**src/rtl/conv_seq_pkg.sv**
```systemverilog
package conv_seq_pkg;
  typedef enum logic [1:0] {
    PH_IDLE = 2'b00,
    PH_ACQ  = 2'b01,
    PH_CONV = 2'b10
  } phase_e;
endpackage

```
**src/rtl/conv_seq_sync.sv**
```systemverilog
// Two-flop synchronizer on the start line plus falling-edge detect.
module conv_seq_sync (
  input  logic clk,
  input  logic rst,
  input  logic start_n,
  output logic lvl,
  output logic fall
);
  logic s1_q, s2_q, prev_q;

  always_ff @(posedge clk) begin
    if (rst) begin
      s1_q   <= 1'b1;
      s2_q   <= 1'b1;
      prev_q <= 1'b1;
    end else begin
      s1_q   <= start_n;
      s2_q   <= s1_q;
      prev_q <= s2_q;
    end
  end

  assign lvl  = s2_q;
  assign fall = prev_q & ~s2_q;
endmodule

```
**src/rtl/conv_seq_timer.sv**
```systemverilog
// Shared phase counter: cleared on phase change, stepped while a phase runs.
module conv_seq_timer #(
  parameter int CW = 4
) (
  input  logic          clk,
  input  logic          rst,
  input  logic          clear,
  input  logic          step,
  output logic [CW-1:0] cnt
);
  logic [CW-1:0] cnt_q;

  always_ff @(posedge clk) begin
    if (rst || clear) cnt_q <= '0;
    else if (step)    cnt_q <= cnt_q + 1'b1;
  end

  assign cnt = cnt_q;
endmodule

```
**src/rtl/conv_seq_result.sv**
```systemverilog
// Result capture register with a one-cycle valid pulse.
module conv_seq_result #(
  parameter int RES_W = 16
) (
  input  logic             clk,
  input  logic             rst,
  input  logic             load,
  input  logic [RES_W-1:0] din,
  output logic [RES_W-1:0] dout,
  output logic             valid
);
  logic [RES_W-1:0] dout_q;
  logic             valid_q;

  always_ff @(posedge clk) begin
    if (rst) begin
      dout_q  <= '0;
      valid_q <= 1'b0;
    end else begin
      valid_q <= load;
      if (load) dout_q <= din;
    end
  end

  assign dout  = dout_q;
  assign valid = valid_q;

  // the valid pulse lasts one cycle (loads are never back to back)
  p_valid_single_r5: assert property (@(posedge clk) disable iff (rst)
    valid_q |=> !valid_q);
endmodule

```
**src/rtl/conv_seq.sv**
```systemverilog
module conv_seq
  import conv_seq_pkg::*;
#(
  parameter int RES_W       = 16,
  parameter int CONV_CYCLES = 64,
  parameter int ACQ_CYCLES  = 32
) (
  input  logic             clk,
  input  logic             rst,
  input  logic             start_n,
  input  logic             pwr_dn,
  input  logic [RES_W-1:0] result_in,
  output logic             busy,
  output logic [1:0]       phase,
  output logic             low_power,
  output logic             data_valid,
  output logic [RES_W-1:0] result_q,
  output logic             early_err
);
  localparam int MAXC = (CONV_CYCLES > ACQ_CYCLES) ? CONV_CYCLES : ACQ_CYCLES;
  localparam int CW   = $clog2(MAXC + 1);
  localparam logic [CW-1:0] CONV_LAST = CW'(CONV_CYCLES - 1);
  localparam logic [CW-1:0] ACQ_LAST  = CW'(ACQ_CYCLES - 1);

  phase_e        state_q, state_d;
  logic          lvl, fall;
  logic [CW-1:0] cnt;
  logic          conv_end, acq_ok, launch, early_hit;
  logic          armed_q, armed_d, err_q;

  conv_seq_sync u_sync (
    .clk     (clk),
    .rst     (rst),
    .start_n (start_n),
    .lvl     (lvl),
    .fall    (fall)
  );

  conv_seq_timer #(.CW(CW)) u_timer (
    .clk   (clk),
    .rst   (rst),
    .clear (launch | conv_end),
    .step  ((state_q == PH_CONV) | ((state_q == PH_ACQ) & ~acq_ok)),
    .cnt   (cnt)
  );

  conv_seq_result #(.RES_W(RES_W)) u_result (
    .clk   (clk),
    .rst   (rst),
    .load  (conv_end),
    .din   (result_in),
    .dout  (result_q),
    .valid (data_valid)
  );

  always_comb begin
    conv_end  = (state_q == PH_CONV) && (cnt == CONV_LAST);
    acq_ok    = (state_q == PH_IDLE) || ((state_q == PH_ACQ) && (cnt == ACQ_LAST));
    launch    = (state_q != PH_CONV) && acq_ok && !pwr_dn && !lvl && (armed_q || fall);
    early_hit = (state_q == PH_ACQ) && fall && !acq_ok;

    if (lvl)                  armed_d = 1'b0;
    else if (conv_end)        armed_d = 1'b1;
    else if (fall && acq_ok)  armed_d = 1'b1;
    else                      armed_d = armed_q;

    state_d = state_q;
    if (launch)        state_d = PH_CONV;
    else if (conv_end) state_d = PH_ACQ;
  end

  always_ff @(posedge clk) begin
    if (rst) begin
      state_q <= PH_IDLE;
      armed_q <= 1'b0;
      err_q   <= 1'b0;
    end else begin
      state_q <= state_d;
      armed_q <= armed_d;
      if (early_hit) err_q <= 1'b1;
    end
  end

  assign phase     = state_q;
  assign busy      = state_q[1];
  assign low_power = state_q[0];
  assign early_err = err_q;

  // a running conversion is never cut short
  p_no_abort_r3: assert property (@(posedge clk) disable iff (rst)
    (busy && cnt != CONV_LAST) |=> busy);

  // no conversion launches while power-down is requested
  p_pd_gate_r4: assert property (@(posedge clk) disable iff (rst)
    $rose(busy) |-> $past(!pwr_dn));

  // completion always produces the valid pulse
  p_valid_on_fall_r5: assert property (@(posedge clk) disable iff (rst)
    $fell(busy) |-> data_valid);

  // acquisition follows every conversion and is never busy
  p_lp_after_conv_r7: assert property (@(posedge clk) disable iff (rst)
    $fell(busy) |-> low_power);
  p_lp_excl_r7: assert property (@(posedge clk) disable iff (rst)
    !(low_power && busy));

  // the early-start flag is sticky
  p_err_sticky_r8: assert property (@(posedge clk) disable iff (rst)
    early_err |=> early_err);

  // leaving idle requires the synchronized start line to be low
  p_idle_start_r9: assert property (@(posedge clk) disable iff (rst)
    ($past(phase == 2'b00) && busy) |-> $past(!lvl));
endmodule

```
**config.mk**
```make
export PLATFORM = sky130hd
export DESIGN_NAME = conv_seq
export DESIGN_NICKNAME = d
export VERILOG_FILES = /design/src/rtl/conv_seq_pkg.sv /design/src/rtl/conv_seq_sync.sv /design/src/rtl/conv_seq_timer.sv /design/src/rtl/conv_seq_result.sv /design/src/rtl/conv_seq.sv
export SDC_FILE = /design/constraint.sdc
export NUM_CORES = 1
export LEC_CHECK = 0
export BUFFER_PORTS_ARGS = -buffer_cell sky130_fd_sc_hd__buf_2
export CORE_UTILIZATION = 53
export DETAILED_ROUTE_END_ITERATION = 8
export GPL_TIMING_DRIVEN = 0
export PLACE_DENSITY = 0.79
export SLEW_MARGIN = 20
export SYNTH_ARGS = -nofsm -noshare
export SYNTH_HDL_FRONTEND = slang
export SYNTH_SLANG_ARGS = --single-unit
```
**constraint.sdc**
```tcl
create_clock -name clk -period 3.9 [get_ports clk]
set_input_delay 0.78 -clock clk [delete_from_list [all_inputs] [get_ports clk]]
set_output_delay 0.78 -clock clk [all_outputs]
set_load 0.01 [all_outputs]
```
==> impl_metrics.py, run 1 <==
metrics = {
    "outcome": {
        "run_status": "complete, no violations",
    },
    "layout": {
        "syn2layout_area_growth_pct": 22.83,
        "final_cells": 228,
        "layout-drive-gt1-share_pct": 31.00,
        "final_util_pct": 70.75,
        "finalNetCount": 221,
        "antenna_cells": 0,
    },
    "power": {
        "ir_worst_vdd_mv": 0.3252,
        "powerDensity_nw_per_um2": 331.0,
        "p_leak_nw": 0.6911,
    },
    "place": {
        "gp_congestion": 0.7849,
        "post-place-cells": 221,
        "port_buffers": 41,
        "dp_hpwl_um": 1986,
        "pre_cts_ws_ps": 1816,
    },
    "floorplan": {
        "start_util_pct": 57.60,
        "die_w_um": 51.50,
        "die_y_um": 51.50,
        "core_area_um2": 2255,
        "dieArea_um2": 2652,
        "rows": 17,
        "num_io_pins": 42,
    },
    "drt": {
        "routed_via_density": 5.232,
        "num_vias": 1193,
        "dr.pass1.iters": 4,
        "wl_per_cell_um": 11.55,
        "antenna_left": 0,
        "wl_um": 2633,
        "drc": 0,
        "drt-initial-drc-count": 27,
    },
    "sta": {
        "setup_ws_ps": 1923,
        "hold_slack_ps": 418.0,
        "maxSlewHeadroom_pct": 52.69,
        "hold_violations": 0,
        "fmax_mhz": 505.9,
        "setup_viol": 0,
        "drv_slew": 0,
        "finClkSkew_ps": 7.436,
        "rsz0062_at_grt": "no",
        "worst_pin_slew_ps": 707.9,
        "min_period_ps": 1977,
        "tns_ps": 0,
        "fin_crit_sh_pct": 50.68,
    },
    "global_routing": {
        "grt_overflow": 0,
        "grt.total_usage_pct": 22.78,
        "grt_max_degree": 11,
        "grt_pass1_wl_um": 4298,
        "grt_pass1_vias": 1029,
        "antenna_found_initial": 0,
    },
    "yosys": {
        "yosys_warnings": 0,
        "syn_area_um2": 1299,
        "ys_types": 36,
        "synthTopCellsByArea": "dfxtp_1 48%, nand2_1 10%, a21oi_1 8.1%",
        "ys_ff_latch": 31,
        "synth_compound_area_share_pct": 17.82,
        "synthMuxAreaShare_pct": 0.7707,
        "synth_xor_area_share_pct": 2.697,
        "synthFlopType": "dfxtp_1",
        "avgSynthCellArea_um2": 8.544,
        "synth-simple-area-share_pct": 24.66,
        "async_reset_ff_share_pct": 0,
        "synth_edf_count": 0,
        "synth_seq_area_share_pct": 47.78,
        "synthAdderAreaFrac_pct": 0.9634,
        "syn-num-nets": 173,
        "synth_top_area_cell": "dfxtp_1",
        "synthCells": 152,
        "synth_top_family_by_area": "simple AND/OR/NAND/NOR gates",
        "yosysTopAreaCellShare_pct": 47.78,
    },
    "hold_path": {
        "min_path_type": "reg -> reg",
    },
    "worst_setup_path": {
        "endpoint": "u_result.dout[7]$_SDFFE_PP0P_",
        "start_kind": "flip-flop",
        "r2r_start": "u_timer.cnt[0]$_SDFFE_PP0P_",
        "path_max_fanout": 10,
        "r2r_setup_slack_ps": 1920,
        "crit_type": "reg -> reg",
        "required_ps": 4090,
        "rr_worst_depth": 7,
        "worstSetupEndpointType": "flip-flop",
        "crit_arrival_ps": 2170,
        "rr_endpoint": "u_result.dout[7]$_SDFFE_PP0P_",
        "startpoint": "u_timer.cnt[0]$_SDFFE_PP0P_",
    },
    "clock_network": {
        "clkLatencyLatePin_ps": 330,
        "cts.sinks": 31,
        "cts_resized": 0,
        "path_clk_slew_ps": 90,
        "clockBufferDepth": 2,
        "htree_levels": 2,
        "cts_buffers": 5,
        "post_cts_buffers": 0,
        "ctsHoldBuffers": 0,
        "cts_tree": "done",
        "cts-root-buf": "clkbuf_4",
    },
    "flow_run": {
        "maxCapViolations": 0,
    },
}
## layer usage
| layer | share of wire [%] | vias to the layer above | GRT usage (%) |
|---|---|---|---|
| met4 | 2.0 | 0 | 12.61 |
| met2 | 47 | 36 | 37.01 |
| met5 | 0 | - | 0 |
| li1 | - | 620 | - |
| met3 | 6.2 | 7 | 7.895 |
| met1 | 45 | 530 | 25.97 |
## where the power goes
group          leakage, nW  internal, mW  switching [mW]
clock network       0.0341        0.0833          0.0996
registers            0.250         0.318         0.00133
logic                0.407        0.0124          0.0131
total                0.691         0.414           0.114
## sequential cells by signal (all words and copies together), names as in the netlist
name and flops:
u_timer.cnt 7, early_err 1, armed_q 1, u_result.valid 1
u_result.dout 16, u_sync.prev_q 1, phase 2, u_sync.s1_q 1
u_sync.lvl 1
## cells by family (layout without fill, tap and decap cells)
family | count (synthesis) | after routing
fa+ha+maj | 1 | 1
mux | 1 | 1
compound gates | 38 | 38
buf+inv | 13 | 61
flops | 31 | 31
xor+xnor | 4 | 4
simple gates | 64 | 64
## stage by stage
step	power [mW]	area (um2)
after global placement	0.3512	1539
after global routing	0.5465	1595
after detailed placement	0.3524	1539
final	0.5281	1595
after CTS	0.5342	1595
after floorplan	0.3387	1299
## layout by cell type, fill, tap and decap left out, types with 2 or more instances in the layout
master    synthesis  layout
a31oi_1           2       2
buf_2             4      45
or2_2             3       3
nand2_1          36      36
inv_1             2       2
buf_4             2       2
or3_1             4       4
nand3_1           2       2
o21ai_0           4       4
dfxtp_1          31      31
a211oi_1          2       2
clkbuf_1          4       4
nor2_1           10      10
a21oi_1          21      21
xor2_1            4       4
clkbuf_4          0       5
## how the worst min path moves through the flow
stage / end / slack (ps) / cells after the start / start
floorplan: u_sync.lvl$_SDFF_PP1_ / 390 / 1 / u_sync.s1_q$_SDFF_PP1_
global placement: u_sync.lvl$_SDFF_PP1_ / 390 / 1 / u_sync.s1_q$_SDFF_PP1_
detailed placement: u_sync.lvl$_SDFF_PP1_ / 410 / 1 / u_sync.s1_q$_SDFF_PP1_
CTS: u_sync.lvl$_SDFF_PP1_ / 420 / 1 / u_sync.s1_q$_SDFF_PP1_
global route: u_sync.lvl$_SDFF_PP1_ / 430 / 1 / u_sync.s1_q$_SDFF_PP1_
finish: u_sync.lvl$_SDFF_PP1_ / 420 / 1 / u_sync.s1_q$_SDFF_PP1_
## synthesized netlist by cell type (2+ instances only)
library cell / number
a21oi_1: 21
a31oi_1: 2
o21ai_0: 4
nor2_1: 10
dfxtp_1: 31
buf_2: 4
or2_2: 3
inv_1: 2
clkbuf_1: 4
xor2_1: 4
a211oi_1: 2
nand2_1: 36
buf_4: 2
nand3_1: 2
or3_1: 4
## critical path, stage by stage, from the launching register on
cell and delay (ps):
dfxtp_1 370, ha_1 290, nand4_4 210, or4_1 490, buf_2 190, buf_6 160
nand2_1 60, a21oi_1 70
## final cells by class
cell class | instances | area, um2
Buffer | 11 | 61.31
Clock buffer | 6 | 51.30
Clock inverter | 1 | 5.005
Fill cell | 192 | 659.4
Inverter | 2 | 7.507
Multi-Input combinational cell | 108 | 609.3
Sequential cell | 31 | 620.6
Tap cell | 28 | 35.03
Timing Repair Buffer | 41 | 205.2
Note: power is estimated with default switching activity, not from simulation.
==> run 2: changes to the inputs <==
--- a/config.mk
+++ b/config.mk
@@ -6,10 +6,10 @@
 export NUM_CORES = 1
 export LEC_CHECK = 0
 export BUFFER_PORTS_ARGS = -buffer_cell sky130_fd_sc_hd__buf_2
-export CORE_UTILIZATION = 53
+export CORE_UTILIZATION = 44
 export DETAILED_ROUTE_END_ITERATION = 8
 export GPL_TIMING_DRIVEN = 0
-export PLACE_DENSITY = 0.79
+export PLACE_DENSITY = 0.7
 export SLEW_MARGIN = 20
 export SYNTH_ARGS = -nofsm -noshare
 export SYNTH_HDL_FRONTEND = slang
==> constraint.sdc (replaced) <==
create_clock -name clk -period 1.8 [get_ports clk]
set_input_delay 0.36 -clock clk [delete_from_list [all_inputs] [get_ports clk]]
set_output_delay 0.36 -clock clk [all_outputs]
set_load 0.01 [all_outputs]
==> run 2 against run 1 <==
Compared with the run above: count of clock-buffer cells in the layout is 2 higher; non-clock buffer count is 2 higher; critical path depth stayed put; first-iteration DRC count is 11% lower; sequential power is 120% higher.
==> impl_metrics.py, run 2 (synthesis gave the netlist of run 1 again) <==
metrics = {
    "sta": {
        "setup_viol": 0,
        "worst_pin_slew_ps": 491.8,
        "hold_violations": 0,
        "min_period_ps": 1718,
        "fmax_mhz": 582.2,
        "rsz0062_at_grt": "no",
        "maxSlewHeadroom_pct": 67.15,
        "fin_crit_sh_pct": 95.42,
        "tns_ps": 0,
        "finClkSkew_ps": 6.592,
        "drv_slew": 0,
        "setup_ws_ps": 82.45,
    },
    "clock_network": {
        "cts_buffers": 5,
        "cts_tree": "done",
        "cts-root-buf": "clkbuf_4",
        "ctsHoldBuffers": 0,
        "clockBufferDepth": 2,
        "cts.sinks": 31,
        "path_clk_slew_ps": 90,
        "clkLatencyLatePin_ps": 320,
        "htree_levels": 2,
    },
    "place": {
        "pre_cts_ws_ps": -135.4,
        "gp_congestion": 0.8003,
        "post-place-cells": 224,
        "port_buffers": 41,
        "dp_hpwl_um": 1871,
    },
    "drt": {
        "routed_via_density": 5.107,
        "drt-initial-drc-count": 24,
        "antenna_left": 0,
        "drc": 0,
        "wl_per_cell_um": 11.16,
        "num_vias": 1195,
        "wl_um": 2612,
        "dr.pass1.iters": 4,
    },
    "worst_setup_path": {
        "rr_worst_depth": 7,
        "r2r_start": "u_timer.cnt[0]$_SDFFE_PP0P_",
        "path_max_fanout": 10,
        "crit_type": "reg -> reg",
        "required_ps": 1990,
        "rr_endpoint": "u_result.dout[7]$_SDFFE_PP0P_",
        "start_kind": "flip-flop",
        "worstSetupEndpointType": "flip-flop",
        "crit_arrival_ps": 1910,
        "r2r_setup_slack_ps": 80,
    },
    "hold_path": {
        "hold_path_depth": 2,
        "hold_start": "start_n",
        "min_path_type": "in -> reg",
        "hold_end": "u_sync.s1_q$_SDFF_PP1_",
    },
    "layout": {
        "layout-drive-gt1-share_pct": 34.98,
        "final_cells": 234,
        "final_util_pct": 59.83,
        "finalNetCount": 223,
        "antenna_cells": 0,
        "largest_reg_flops": 16,
        "fillers": 268,
        "layout_common_cells": "44 x buf_2, 36 x nand2_1, 29 x dfxtp_1",
        "final_common_cell": "buf_2",
        "syn2layout_area_growth_pct": 28.13,
    },
    "floorplan": {
        "die_y_um": 56.33,
        "rows": 19,
        "dieArea_um2": 3173,
        "core_area_um2": 2781,
        "die_w_um": 56.33,
        "num_io_pins": 42,
        "start_util_pct": 46.69,
    },
    "global_routing": {
        "grt_max_degree": 11,
        "antenna_found_initial": 0,
        "grt_pass1_wl_um": 4443,
        "grt_overflow": 0,
        "grt.total_usage_pct": 18.02,
        "grt_pass1_vias": 1079,
    },
    "power": {
        "ir_worst_vdd_mv": 0.5245,
        "p_leak_nw": 0.7175,
        "p_total_mw": 1.197,
        "powerDensity_nw_per_um2": 719.4,
    },
    "flow_run": {
        "maxCapViolations": 0,
    },
    "outcome": {
        "run_status": "complete, no violations",
    },
}
[run 2: timing repair]
action	in CTS	in global routing
buffers inserted	3	0
hold endpoints to repair	0	0
resized for setup	3	9
pin swaps	1	0
setup endpoints to repair	24	18
cloned	0	0
[run 2: metrics by stage]
step | hold WS, ps | cell area (um2)
floorplan | 389.5 | 1299
global placement | 394.4 | 1543
detailed placement | 404.9 | 1543
CTS | 205.1 | 1648
global route | 212.6 | 1664
finish | 220.3 | 1664
[run 2: worst max-delay path, cell delays in order (launching register included)]
cell and delay, ps:
dfxtp_4 380, ha_4 160, nand4_4 140, or4_4 510
buf_6 150, buf_6 130, nand2_1 60, a21oi_1 60
[run 2: worst max-delay path by stage]
stage                                      from                              to  slack (ps)  cells after the start
floorplan           u_timer.cnt[0]$_SDFFE_PP0P_  u_result.dout[10]$_SDFFE_PP0P_          30                      7
global placement    u_timer.cnt[0]$_SDFFE_PP0P_  u_result.dout[10]$_SDFFE_PP0P_         -90                      7
detailed placement  u_timer.cnt[0]$_SDFFE_PP0P_   u_result.dout[6]$_SDFFE_PP0P_        -140                      6
CTS                 u_timer.cnt[1]$_SDFFE_PP0P_  u_result.dout[10]$_SDFFE_PP0P_          20                      7
global route        u_timer.cnt[0]$_SDFFE_PP0P_  u_result.dout[12]$_SDFFE_PP0P_           6                      7
finish              u_timer.cnt[0]$_SDFFE_PP0P_   u_result.dout[7]$_SDFFE_PP0P_          80                      7
[run 2: area by class of cell]
type	instances	area, um2	share of cell area, %
multi-input combinational	108	630.6	37.89
sequential	31	625.6	37.59
timing repair buffer	44	227.7	13.68
clock buffer	8	68.82	4.135
buffer	10	65.06	3.910
tap	31	38.79	2.331
inverter	2	7.507	0.4511
[run 2: power by group]
| part | leakage, nW | switching (mW) | internal, mW |
|---|---|---|---|
| clock network | 0.0386 | 0.220 | 0.230 |
| logic | 0.427 | 0.0278 | 0.0274 |
| registers | 0.252 | 0.00336 | 0.689 |
[run 2: routing by layer]
| layer | wire length [um] | up-vias | GRT usage, % |
|---|---|---|---|
| met1 | 1215 | 536 | 21.82 |
| met3 | 133 | 5 | 4.839 |
| met2 | 1221 | 35 | 29.76 |
| met4 | 42 | 0 | 8.362 |
| met5 | 0 | - | 0 |
| li1 | - | 619 | - |
==> run 3: changes to the inputs <==
--- a/config.mk
+++ b/config.mk
@@ -10,6 +10,7 @@
 export DETAILED_ROUTE_END_ITERATION = 8
 export GPL_TIMING_DRIVEN = 0
 export PLACE_DENSITY = 0.7
+export REMOVE_ABC_BUFFERS = 1
 export SLEW_MARGIN = 20
 export SYNTH_ARGS = -nofsm -noshare
 export SYNTH_HDL_FRONTEND = slang
==> run 3 against run 2 <==
Compared with the run above: maximum frequency rose by 1.4%; clock power rose by 14%; routed wire length rose by 14%; utilization decreased by 2.0 points; first-iteration DRC count increased by 79%; critical path depth is 2 lower; sequential power about the same; die area unchanged; global-route usage rose by 1.9 points; sequential cell count is the same; critical path type unchanged; largest cell class unchanged.
==> impl_metrics.py, run 3 (synthesis gave the netlist of run 1 again) <==
metrics = {
    "sta": {
        "fin_crit_sh_pct": 94.06,
        "worst_pin_slew_ps": 420.8,
        "setup_viol": 0,
        "fmax_mhz": 590.7,
        "finClkSkew_ps": 4.388,
        "hold_violations": 0,
        "maxSlewHeadroom_pct": 71.94,
        "setup_ws_ps": 107.0,
        "min_period_ps": 1693,
        "drv_slew": 0,
        "rsz0062_at_grt": "no",
    },
    "clock_network": {
        "clkLatencyLatePin_ps": 330,
        "cts.sinks": 31,
        "clockBufferDepth": 2,
        "cts_buffers": 5,
        "ctsHoldBuffers": 0,
        "cts_tree": "done",
        "path_clk_slew_ps": 90,
        "cts-root-buf": "clkbuf_4",
        "htree_levels": 2,
    },
    "layout": {
        "finalNetCount": 213,
        "final_util_pct": 57.80,
        "antenna_cells": 0,
        "layout_common_cells": "41 x buf_2, 36 x nand2_1, 29 x dfxtp_1",
        "final_common_cell": "buf_2",
        "final_cells": 223,
        "layout-drive-gt1-share_pct": 32.29,
        "syn2layout_area_growth_pct": 23.80,
        "largest_reg_flops": 16,
    },
    "floorplan": {
        "start_util_pct": 46.69,
        "core_area_um2": 2781,
        "die_y_um": 56.33,
        "rows": 19,
        "die_w_um": 56.33,
        "num_io_pins": 42,
        "dieArea_um2": 3173,
    },
    "place": {
        "post-place-cells": 213,
        "gp_congestion": 0.7558,
        "port_buffers": 41,
        "dp_hpwl_um": 1946,
        "pre_cts_ws_ps": -349.2,
    },
    "power": {
        "p_leak_nw": 0.6690,
        "p_total_mw": 1.257,
        "ir_worst_vdd_mv": 0.7521,
        "powerDensity_nw_per_um2": 781.5,
    },
    "worst_setup_path": {
        "crit_arrival_ps": 1900,
        "r2r_setup_slack_ps": 110,
        "crit_type": "reg -> reg",
        "required_ps": 2010,
        "rr_endpoint": "u_result.dout[10]$_SDFFE_PP0P_",
        "worstSetupEndpointType": "flip-flop",
        "startpoint": "u_timer.cnt[0]$_SDFFE_PP0P_",
        "start_kind": "flip-flop",
        "rr_worst_depth": 5,
        "path_max_fanout": 11,
        "r2r_start": "u_timer.cnt[0]$_SDFFE_PP0P_",
    },
    "outcome": {
        "run_status": "complete, no violations",
    },
    "drt": {
        "antenna_left": 0,
        "drc": 0,
        "drt-initial-drc-count": 43,
        "wl_um": 2968,
        "wl_per_cell_um": 13.31,
        "routed_via_density": 5.363,
        "dr.pass1.iters": 4,
        "num_vias": 1196,
    },
    "global_routing": {
        "grt.total_usage_pct": 19.93,
        "grt_overflow": 0,
        "grt_max_degree": 25,
        "grt_pass1_vias": 1147,
        "grt_pass1_wl_um": 4843,
        "antenna_found_initial": 0,
    },
    "hold_path": {
        "min_path_type": "in -> reg",
        "hold_path_depth": 2,
        "hold_start": "start_n",
        "hold_end": "u_sync.s1_q$_SDFF_PP1_",
    },
    "flow_run": {
        "maxCapViolations": 0,
    },
}
run 3: stage by stage:
step / hold slack [ps] / setup TNS, ps / area [um2]
detailed placement: 408.6 / -7015 / 1481
finish: 215.3 / 0 / 1608
global placement: 392.7 / -5850 / 1481
global route: 204.1 / 0 / 1608
CTS: 202.2 / 0 / 1578
floorplan: 389.5 / -800.2 / 1237
run 3: where the power goes:
part	total, mW	internal, mW	switching (mW)
registers	0.694	0.688	0.00583
logic	0.0518	0.0254	0.0264
clock network	0.510	0.286	0.224
total	1.26	1.00	0.257
run 3: worst max-delay path, cell delays in order, from the launching register on:
cell,delay [ps]
dfxtp_1,370
ha_2,250
nand4_4,210
or4_4,560
nand2_1,110
a21oi_1,60
run 3: what timing repair did:
action,4_1_cts,5_1_grt
setup buffers,2,0
resized for setup,3,5
setup endpoints to repair,27,22
pin swaps,2,0
gates cloned,0,1
run 3: worst max path at each step:
stage,end,slack [ps]
3_3_place_gp,u_timer.cnt[5]$_SDFFE_PP0P_,-320
3_5_place_dp,u_timer.cnt[4]$_SDFFE_PP0P_,-350
2_1_floorplan,u_timer.cnt[0]$_SDFFE_PP0P_,-110
4_1_cts,u_result.dout[14]$_SDFFE_PP0P_,20
5_1_grt,u_result.dout[12]$_SDFFE_PP0P_,30
6_report,u_result.dout[10]$_SDFFE_PP0P_,110
run 3: final cells by class:
class / instances / area [um2]
fill: 264 / 1174
sequential: 31 / 625.6
clock buffer: 6 / 41.29
multi-input combinational: 109 / 644.4
tap: 31 / 38.79
timing repair buffer: 43 / 220.2
inverter: 2 / 7.507
clock inverter: 1 / 30.03
run 3: layer usage:
metal  GRT usage [%]  vias up  routed length (um)
met1           21.69      548                1256
met2           33.16       34                1499
met4           10.80        0                  69
li1                -      605                   -
met3           7.834        9                 142
met5               0        -                   0
